==> src/rtl/pwm_timer_pkg.sv <==
package pwm_timer_pkg;
    localparam int ADDR_W = 8;
    localparam int DATA_W = 32;
    localparam int PS_W   = 3;

    localparam logic [ADDR_W-1:0] A_CTRL  = 8'h00;
    localparam logic [ADDR_W-1:0] A_COUNT = 8'h04;
    localparam logic [ADDR_W-1:0] A_TOP   = 8'h08;
    localparam logic [ADDR_W-1:0] A_START = 8'h4C;
    localparam logic [ADDR_W-1:0] A_INIT  = 8'h5C;
    localparam logic [ADDR_W-1:0] A_MASK  = 8'h60;
    localparam int CH_BASE   = 12;
    localparam int CH_STRIDE = 8;

    typedef enum logic [1:0] {
        SRC_OFF = 2'd0,
        SRC_SYS = 2'd1,
        SRC_FIX = 2'd2,
        SRC_EXT = 2'd3
    } src_sel_e;

    // bit 5 center mode, bits 4:3 source, bits 2:0 prescale exponent
    typedef struct packed {
        logic             center;
        src_sel_e         src;
        logic [PS_W-1:0]  ps;
    } tmr_ctrl_t;

    typedef struct packed {
        logic pwm_en;
        logic high_true;
        logic low_true;
    } ch_ctrl_t;

    localparam int CTRL_W = $bits(tmr_ctrl_t);

    function automatic logic [ADDR_W-1:0] ch_ctrl_addr(int n);
        return ADDR_W'(CH_BASE + CH_STRIDE * n);
    endfunction

    function automatic logic [ADDR_W-1:0] ch_cmp_addr(int n);
        return ADDR_W'(CH_BASE + 4 + CH_STRIDE * n);
    endfunction

    function automatic logic [5:0] ch_ctrl_word(ch_ctrl_t c);
        return {c.pwm_en, 1'b0, c.high_true, c.low_true, 2'b00};
    endfunction
endpackage

==> src/rtl/pwm_prescale.sv <==
module pwm_prescale #(
    parameter int PS_W = 3
) (
    input  logic            clk,
    input  logic            rst,
    input  logic            restart,
    input  logic            src_en,
    input  logic [PS_W-1:0] ps,
    output logic            tick
);
    localparam int PRE_W = (1 << PS_W) - 1;

    logic [PRE_W-1:0] pre_q;
    logic [PRE_W-1:0] limit;

    assign limit = PRE_W'((1 << ps) - 1);
    assign tick  = src_en && (pre_q >= limit);

    always_ff @(posedge clk) begin
        if (rst || restart) begin
            pre_q <= '0;
        end else if (src_en) begin
            pre_q <= tick ? '0 : pre_q + PRE_W'(1);
        end
    end

    AST_PS_WRAP: assert property (@(posedge clk) disable iff (rst)
        tick |=> (pre_q == '0));
endmodule

==> src/rtl/pwm_counter.sv <==
module pwm_counter #(
    parameter int CNT_W = 16
) (
    input  logic             clk,
    input  logic             rst,
    input  logic             tick,
    input  logic             center,
    input  logic             restart,
    input  logic [CNT_W-1:0] start,
    input  logic [CNT_W-1:0] top,
    output logic [CNT_W-1:0] cnt_o,
    output logic             down_o,
    output logic             wrap_o
);
    logic [CNT_W-1:0] cnt_q, cnt_d, dec;
    logic             down_q, down_d;

    assign dec = cnt_q - CNT_W'(1);

    always_comb begin
        cnt_d  = cnt_q;
        down_d = down_q;
        wrap_o = 1'b0;
        if (tick) begin
            if (!center) begin
                down_d = 1'b0;
                if (cnt_q >= top) begin
                    cnt_d  = start;
                    wrap_o = 1'b1;
                end else begin
                    cnt_d = cnt_q + CNT_W'(1);
                end
            end else if (!down_q) begin
                if (cnt_q >= top) begin
                    if (top > start) begin
                        cnt_d = dec;
                        if (dec <= start) begin
                            down_d = 1'b0;
                            wrap_o = 1'b1;
                        end else begin
                            down_d = 1'b1;
                        end
                    end else begin
                        cnt_d  = start;
                        wrap_o = 1'b1;
                    end
                end else begin
                    cnt_d = cnt_q + CNT_W'(1);
                end
            end else begin
                cnt_d = dec;
                if (dec <= start) begin
                    down_d = 1'b0;
                    wrap_o = 1'b1;
                end
            end
        end
    end

    always_ff @(posedge clk) begin
        if (rst) begin
            cnt_q  <= '0;
            down_q <= 1'b0;
        end else if (restart) begin
            cnt_q  <= start;
            down_q <= 1'b0;
        end else begin
            cnt_q  <= cnt_d;
            down_q <= down_d;
        end
    end

    assign cnt_o  = cnt_q;
    assign down_o = down_q;

    AST_CNT_HOLD: assert property (@(posedge clk) disable iff (rst)
        (!tick && !restart) |=> $stable(cnt_q));
    AST_EDGE_RELOAD: assert property (@(posedge clk) disable iff (rst)
        (tick && !center && !restart && cnt_q >= top) |=> (cnt_q == $past(start)));
    AST_CTR_BOTTOM: assert property (@(posedge clk) disable iff (rst)
        (tick && center && down_q && !restart && cnt_q <= start + CNT_W'(1)) |=> !down_q);
endmodule

==> src/rtl/pwm_channel.sv <==
module pwm_channel
    import pwm_timer_pkg::*;
#(
    parameter int CNT_W = 16
) (
    input  logic             clk,
    input  logic             rst,
    input  logic             cmp_wr,
    input  logic [CNT_W-1:0] cmp_wdata,
    input  logic             load,
    input  logic [CNT_W-1:0] cnt,
    input  logic             down,
    input  logic             running,
    input  ch_ctrl_t         ctrl,
    input  logic             init_bit,
    input  logic             mask_bit,
    output logic [CNT_W-1:0] cmp_shadow_o,
    output logic             pin_o
);
    logic [CNT_W-1:0] cmp_sh_q, cmp_act_q;
    logic             active, low_pol;

    always_ff @(posedge clk) begin
        if (rst) begin
            cmp_sh_q  <= '0;
            cmp_act_q <= '0;
        end else begin
            if (cmp_wr) cmp_sh_q  <= cmp_wdata;
            if (load)   cmp_act_q <= cmp_sh_q;
        end
    end

    // rising sweep: active below compare; falling sweep: active at or below
    assign active  = down ? (cnt <= cmp_act_q) : (cnt < cmp_act_q);
    assign low_pol = !ctrl.high_true && ctrl.low_true;

    always_comb begin
        if (mask_bit)
            pin_o = low_pol;
        else if (!running || !ctrl.pwm_en)
            pin_o = init_bit;
        else
            pin_o = active ^ low_pol;
    end

    assign cmp_shadow_o = cmp_sh_q;

    AST_CMP_HOLD: assert property (@(posedge clk) disable iff (rst)
        !load |=> $stable(cmp_act_q));
endmodule

==> src/rtl/pwm_timer.sv <==
module pwm_timer
    import pwm_timer_pkg::*;
#(
    parameter int CNT_W = 16,
    parameter int N_CH  = 8
) (
    input  logic              clk,
    input  logic              rst,
    input  logic              fix_tick,
    input  logic              ext_tick,
    input  logic              bus_wr,
    input  logic [ADDR_W-1:0] bus_addr,
    input  logic [DATA_W-1:0] bus_wdata,
    output logic [DATA_W-1:0] bus_rdata,
    output logic [N_CH-1:0]   pwm_out
);
    tmr_ctrl_t        ctrl_q;
    logic [CNT_W-1:0] start_q, top_sh_q, top_act_q;
    logic [N_CH-1:0]  init_q, mask_q;
    ch_ctrl_t         ch_ctrl_q [N_CH];
    logic [CNT_W-1:0] cmp_sh [N_CH];

    logic             src_en, running, tick, cnt_wr, wrap, load, down;
    logic [CNT_W-1:0] cnt;
    logic             unused_wdata;

    assign unused_wdata = ^bus_wdata;
    assign running      = (ctrl_q.src != SRC_OFF);
    assign cnt_wr       = bus_wr && (bus_addr == A_COUNT);
    assign load         = wrap || !running || cnt_wr;

    always_comb begin
        unique case (ctrl_q.src)
            SRC_OFF: src_en = 1'b0;
            SRC_SYS: src_en = 1'b1;
            SRC_FIX: src_en = fix_tick;
            SRC_EXT: src_en = ext_tick;
            default: src_en = 1'b0;
        endcase
    end

    always_ff @(posedge clk) begin
        if (rst) begin
            ctrl_q    <= '0;
            start_q   <= '0;
            top_sh_q  <= '0;
            top_act_q <= '0;
            init_q    <= '0;
            mask_q    <= '0;
            for (int i = 0; i < N_CH; i++) ch_ctrl_q[i] <= '0;
        end else begin
            if (bus_wr) begin
                if (bus_addr == A_CTRL)  ctrl_q   <= tmr_ctrl_t'(bus_wdata[CTRL_W-1:0]);
                if (bus_addr == A_START) start_q  <= bus_wdata[CNT_W-1:0];
                if (bus_addr == A_TOP)   top_sh_q <= bus_wdata[CNT_W-1:0];
                if (bus_addr == A_INIT)  init_q   <= bus_wdata[N_CH-1:0];
                if (bus_addr == A_MASK)  mask_q   <= bus_wdata[N_CH-1:0];
                for (int i = 0; i < N_CH; i++) begin
                    if (bus_addr == ch_ctrl_addr(i)) begin
                        ch_ctrl_q[i].pwm_en    <= bus_wdata[5];
                        ch_ctrl_q[i].high_true <= bus_wdata[3];
                        ch_ctrl_q[i].low_true  <= bus_wdata[2];
                    end
                end
            end
            if (load) top_act_q <= top_sh_q;
        end
    end

    pwm_prescale #(.PS_W(PS_W)) u_pre (
        .clk     (clk),
        .rst     (rst),
        .restart (cnt_wr),
        .src_en  (src_en),
        .ps      (ctrl_q.ps),
        .tick    (tick)
    );

    pwm_counter #(.CNT_W(CNT_W)) u_cnt (
        .clk     (clk),
        .rst     (rst),
        .tick    (tick),
        .center  (ctrl_q.center),
        .restart (cnt_wr),
        .start   (start_q),
        .top     (top_act_q),
        .cnt_o   (cnt),
        .down_o  (down),
        .wrap_o  (wrap)
    );

    for (genvar g = 0; g < N_CH; g++) begin : g_ch
        logic cmp_hit;
        assign cmp_hit = bus_wr && (bus_addr == ch_cmp_addr(g));
        pwm_channel #(.CNT_W(CNT_W)) u_ch (
            .clk          (clk),
            .rst          (rst),
            .cmp_wr       (cmp_hit),
            .cmp_wdata    (bus_wdata[CNT_W-1:0]),
            .load         (load),
            .cnt          (cnt),
            .down         (down),
            .running      (running),
            .ctrl         (ch_ctrl_q[g]),
            .init_bit     (init_q[g]),
            .mask_bit     (mask_q[g]),
            .cmp_shadow_o (cmp_sh[g]),
            .pin_o        (pwm_out[g])
        );
    end

    always_comb begin
        bus_rdata = '0;
        if (bus_addr == A_CTRL)  bus_rdata = DATA_W'(ctrl_q);
        if (bus_addr == A_COUNT) bus_rdata = DATA_W'(cnt);
        if (bus_addr == A_TOP)   bus_rdata = DATA_W'(top_sh_q);
        if (bus_addr == A_START) bus_rdata = DATA_W'(start_q);
        if (bus_addr == A_INIT)  bus_rdata = DATA_W'(init_q);
        if (bus_addr == A_MASK)  bus_rdata = DATA_W'(mask_q);
        for (int i = 0; i < N_CH; i++) begin
            if (bus_addr == ch_ctrl_addr(i)) bus_rdata = DATA_W'(ch_ctrl_word(ch_ctrl_q[i]));
            if (bus_addr == ch_cmp_addr(i))  bus_rdata = DATA_W'(cmp_sh[i]);
        end
    end

    AST_TOP_HOLD: assert property (@(posedge clk) disable iff (rst)
        !load |=> $stable(top_act_q));
endmodule

==> config.mk <==
export PLATFORM = sky130hd
export DESIGN_NAME = pwm_timer
export DESIGN_NICKNAME = d
export VERILOG_FILES = /design/src/rtl/pwm_timer_pkg.sv /design/src/rtl/pwm_prescale.sv /design/src/rtl/pwm_counter.sv /design/src/rtl/pwm_channel.sv /design/src/rtl/pwm_timer.sv
export SDC_FILE = /design/constraint.sdc
export NUM_CORES = 1
export LEC_CHECK = 0
export ABC_AREA = 0
export BUFFER_PORTS_ARGS = -buffer_cell sky130_fd_sc_hd__buf_2
export CORE_MARGIN = 5
export CORE_UTILIZATION = 38
export DETAILED_ROUTE_END_ITERATION = 8
export SLEW_MARGIN = 30
export SYNTH_ARGS = -nofsm -noshare
export SYNTH_HDL_FRONTEND = slang
export SYNTH_SLANG_ARGS = --single-unit
==> constraint.sdc <==
create_clock -name clk -period 5.3 [get_ports clk]
set_input_delay 0.265 -clock clk [delete_from_list [all_inputs] [get_ports clk]]
set_output_delay 0.265 -clock clk [all_outputs]
set_load 0.02 [all_outputs]
==> flow_metrics.tcl <==
set metrics [dict create \
    outcome "completed" \
    postLayoutSetupSlackWorst_ps 465 \
    ys.flop_type "sky130_fd_sc_hd__dfxtp_1" \
    rr_endpoint "g_ch[1].u_ch.cmp_act_q[8]$_SDFFE_PP0P_" \
    pre_cts_slack_ps 499 \
    hold-path-cell-count 3 \
    num-fill-cells 5863 \
    timing.final.hold_violations 0 \
    setup_viol 0 \
    grt_antenna_before_repair 1 \
    critical_path.n_buffers_inverters 3 \
    worst_setup_hold_path_clk_slew_ps 60 \
    global_route_wire_length_before_repair_mm 113 \
    post_route_cells_drive_above_1_share_pct 7.35 \
    r2r_cells 14 \
    stdcell_area_sq_um 24900 \
    dieArea_sq_um 64800 \
    post_synth_top_area_share_pct 30.8 \
    clk_root_buffer_cell "sky130_fd_sc_hd__clkbuf_16" \
    synthToLayoutAreaGrowth_pct 9.66 \
    ir_drop_uv 198 \
    ctsHtreeMaxLevel 2 \
    worst_ep_arrival_time_ps 5310 \
    worst_clock_skew_ps 14.7 \
    worstSetupPathType "reg -> reg" \
    antenna_left 0 \
    power.density_nw_per_um2 249 \
    maxSlewHeadroom_pct 30.2 \
    cts_inserted_buffers 44 \
    place_congestion 0.935 \
    combined_flip_flop_and_latch_cell_area_sq_um 7730 \
    critical-path-top-cell-by-count "sky130_fd_sc_hd__ha_1" \
    number_of_buffers_inserted_by_port_buffering 52 \
    floorplan.initialDensity_pct 38.4 \
    detailedRoute.firstIterationViolations 2033 \
    core.rowCount 89 \
    avgSynthCellArea_sq_um 8.18 \
    clock_sink_count 374 \
    fmaxAchievable_mhz 207 \
    detailed_route_wire_length_mm 74.6 \
    worstSkewPairLatency_ps 570 \
    core_region_area_sq_um 59100 \
    post_synth_edffs 24 \
    post-dp-hpwl_mm 53.3 \
    synth-warning-count 0 \
    cts_buffer_depth 3 \
    detailroute.via_count 20100 \
    timing.reg2reg.setup_slack_ps 470 \
    holdCritPathClass "in -> reg" \
    drc 0 \
    end_kind "flop" \
    grt_pass1_vias 19300 \
    p_leak_nw 8.60 \
    grt_overflow 0 \
    critical_path.max_stage_delay_ps 670 \
    post_synth_inst_count 2778 \
    multi_input_comb_area_sq_um 13400 \
    cts_setup_buffers 0 \
    critical-path-slowest-cell "sky130_fd_sc_hd__a21oi_4" \
    worst_path_dominant_cell_family "compound AO/OA/AOI/OAI gates" \
    period_needed_ps 4830 \
    post_cts_resized 0 \
    avgRoutedWirePerCell_um 21.1 \
    async_flop_share_pct 0 \
    hold_path.startpoint "bus_wdata[12]" \
    final_nets 2963 \
    timing.critical_path.fanout_max 29 \
    via_per_inst 5.68 \
    setup_repair_after_global_routing_missed_its_margin "no" \
    die_width_um 255 \
    worstReg2RegStart "u_cnt.cnt_o[0]$_SDFFE_PP0P_" \
    timing.critical_path.required_ps 5770 \
    ys_types 82 \
    globalRouteTotalUtil_pct 22.3 \
    design.portCount 85 \
    worst_hold_endpoint "g_ch[2].u_ch.cmp_shadow_o[12]$_SDFFE_PP0P_" \
    report.final.slew_viol_count 0 \
    yosys-top-cells-area "sky130_fd_sc_hd__dfxtp_1, sky130_fd_sc_hd__ha_1, sky130_fd_sc_hd__nand2b_1" \
    cell_breakdown_of_the_critical_path "inv_1 > ha_1 > and2_1 > inv_2 > or4_1 > xnor2_1 > ha_1 > nand4_1 > nor3_1 > a211oi_1 > o41a_1 > a21oi_4 > buf_12 > mux2i_1" \
    maxCapViolCount 0 \
    clock_tree_from_tritoncts "done" \
    detail_route.first_pass.iterations 6 \
    cts_hold_buffers 0 \
    final_min_period_over_clock_period_pct 91.2 \
    proportion_of_synthesized_chip_area_in_sequential_cells_pct 34.0 \
    mapped_area_sq_um 22700 \
    place_area_sq_um 23500 \
    maximum_number_of_pins_on_one_net_before_global_route_repair 238 \
    tightest_slew_ps 1050 \
    yosysTopAreaCell "sky130_fd_sc_hd__dfxtp_1" \
    dieHeight_um 255 \
    postSynthRegisterBits 374 \
    fin_setup_tns_ps 0 \
    antenna_cells_inserted 0 \
    critPathLaunchType "flop" \
]
worst max path at each step:
stage / startpoint / endpoint / slack (ps) / cells after the start
2_1_floorplan: u_cnt.cnt_o[3]$_SDFFE_PP0P_ / g_ch[0].u_ch.cmp_act_q[0]$_SDFFE_PP0P_ / 1560 / 16
3_3_place_gp: u_cnt.cnt_o[0]$_SDFFE_PP0P_ / g_ch[3].u_ch.cmp_act_q[11]$_SDFFE_PP0P_ / 550 / 14
3_5_place_dp: u_cnt.cnt_o[0]$_SDFFE_PP0P_ / g_ch[4].u_ch.cmp_act_q[9]$_SDFFE_PP0P_ / 500 / 14
4_1_cts: u_cnt.cnt_o[0]$_SDFFE_PP0P_ / g_ch[1].u_ch.cmp_act_q[8]$_SDFFE_PP0P_ / 450 / 14
5_1_grt: u_cnt.cnt_o[0]$_SDFFE_PP0P_ / g_ch[1].u_ch.cmp_act_q[8]$_SDFFE_PP0P_ / 200 / 14
6_report: u_cnt.cnt_o[0]$_SDFFE_PP0P_ / g_ch[1].u_ch.cmp_act_q[8]$_SDFFE_PP0P_ / 470 / 14
state kept, by name, indices dropped and copies added (netlist names):
signal,flops
ctrl_q,6
u_cnt.down_o,1
top_act_q,16
start_q,16
top_sh_q,16
mask_q,8
ch_ctrl_q,24
u_cnt.cnt_o,16
u_pre.pre_q,7
init_q,8
g_ch.u_ch.cmp_act_q,128
g_ch.u_ch.cmp_shadow_o,128
kinds of logic after synthesis:
family	Yosys count	share of synthesized area [%]
DFF	374	34.0
and+or+nand+nor	1089	24.2
buffers and inverters	379	7.34
AOI/OAI and AO/OA	568	16.4
other	1	0.0165
muxes	149	6.56
xor gates and xnor gates	32	1.23
adders and majority gates	186	10.2
metal layers:
layer  global-route usage, %  routed length (um)  up-vias
met2                    35.4               33300      721
li1                        -                   -     9542
met3                    4.04                5570      178
met1                    30.2               32800     9653
met5                       0                   0        -
met4                    8.55                2870        0
cell type report:
type                       instances  share of cell area (%)
multi-input combinational       2040                    53.9
sequential                       374                    31.0
clock buffer                      56                    4.93
tap                              773                    3.88
timing repair buffer             101                    2.96
inverter                         171                    2.58
clock inverter                    21                   0.773
stage by stage:
step / utilization [%] / cells / power (mW) / hold slack, ps
after global placement: 39.7 / 3459 / 3.22 / 455
after floorplan: - / 2793 / 3.14 / 412
final: 42.1 / 3536 / 6.21 / 78.4
after CTS: 42.1 / 3536 / 6.26 / 51.6
after detailed placement: 39.7 / 3459 / 3.23 / 463
after global routing: 42.1 / 3536 / 6.40 / 66.9
power by group:
| group | internal, mW | leakage, nW | switching [mW] |
|---|---|---|---|
| Clock | 1.78 | 0.714 | 1.25 |
| Combinational | 0.0946 | 4.83 | 0.214 |
| Sequential | 2.85 | 3.05 | 0.0117 |
| Total | 4.73 | 8.60 | 1.48 |
placed cells by master (no fill, tap or decap), drive strengths merged, types with 90 or more instances in the layout:
master / instances
mux2i: 149
buf: 101
nand2b: 294
nor2: 102
nand2: 403
ha: 186
inv: 173
dfxtp: 350
nand3: 90
a21oi: 260
worst min-delay path, cell delays in order:
cell	delay, ps
sky130_fd_sc_hd__buf_2	190
sky130_fd_sc_hd__nand2_1	90
sky130_fd_sc_hd__a21oi_1	50
Yosys cell counts, types with 10 or more instances:
library cell,n
sky130_fd_sc_hd__nand2_1,403
sky130_fd_sc_hd__dfxtp_1,350
sky130_fd_sc_hd__nand2b_1,294
sky130_fd_sc_hd__a21oi_1,258
sky130_fd_sc_hd__ha_1,186
sky130_fd_sc_hd__inv_1,170
sky130_fd_sc_hd__mux2i_1,149
sky130_fd_sc_hd__clkbuf_1,140
sky130_fd_sc_hd__nor2_1,98
sky130_fd_sc_hd__nand3_1,90
sky130_fd_sc_hd__o21ai_0,49
sky130_fd_sc_hd__nor3_1,44
sky130_fd_sc_hd__nand4_1,40
sky130_fd_sc_hd__a221oi_1,32
sky130_fd_sc_hd__buf_4,32
sky130_fd_sc_hd__a21o_1,31
sky130_fd_sc_hd__nor2b_1,27
sky130_fd_sc_hd__buf_2,25
sky130_fd_sc_hd__o31a_1,25
sky130_fd_sc_hd__edfxtp_1,24
sky130_fd_sc_hd__o21a_1,20
sky130_fd_sc_hd__a222oi_1,19
sky130_fd_sc_hd__a22o_1,18
sky130_fd_sc_hd__nor4_1,18
sky130_fd_sc_hd__xor2_1,18
sky130_fd_sc_hd__a211o_1,15
sky130_fd_sc_hd__o221ai_1,15
sky130_fd_sc_hd__xnor2_1,14
sky130_fd_sc_hd__and3_1,13
sky130_fd_sc_hd__a211oi_1,12
sky130_fd_sc_hd__a22oi_1,12
sky130_fd_sc_hd__o211ai_1,11
sky130_fd_sc_hd__or3_1,10
No activity file was read; power rests on OpenSTA's default activity.
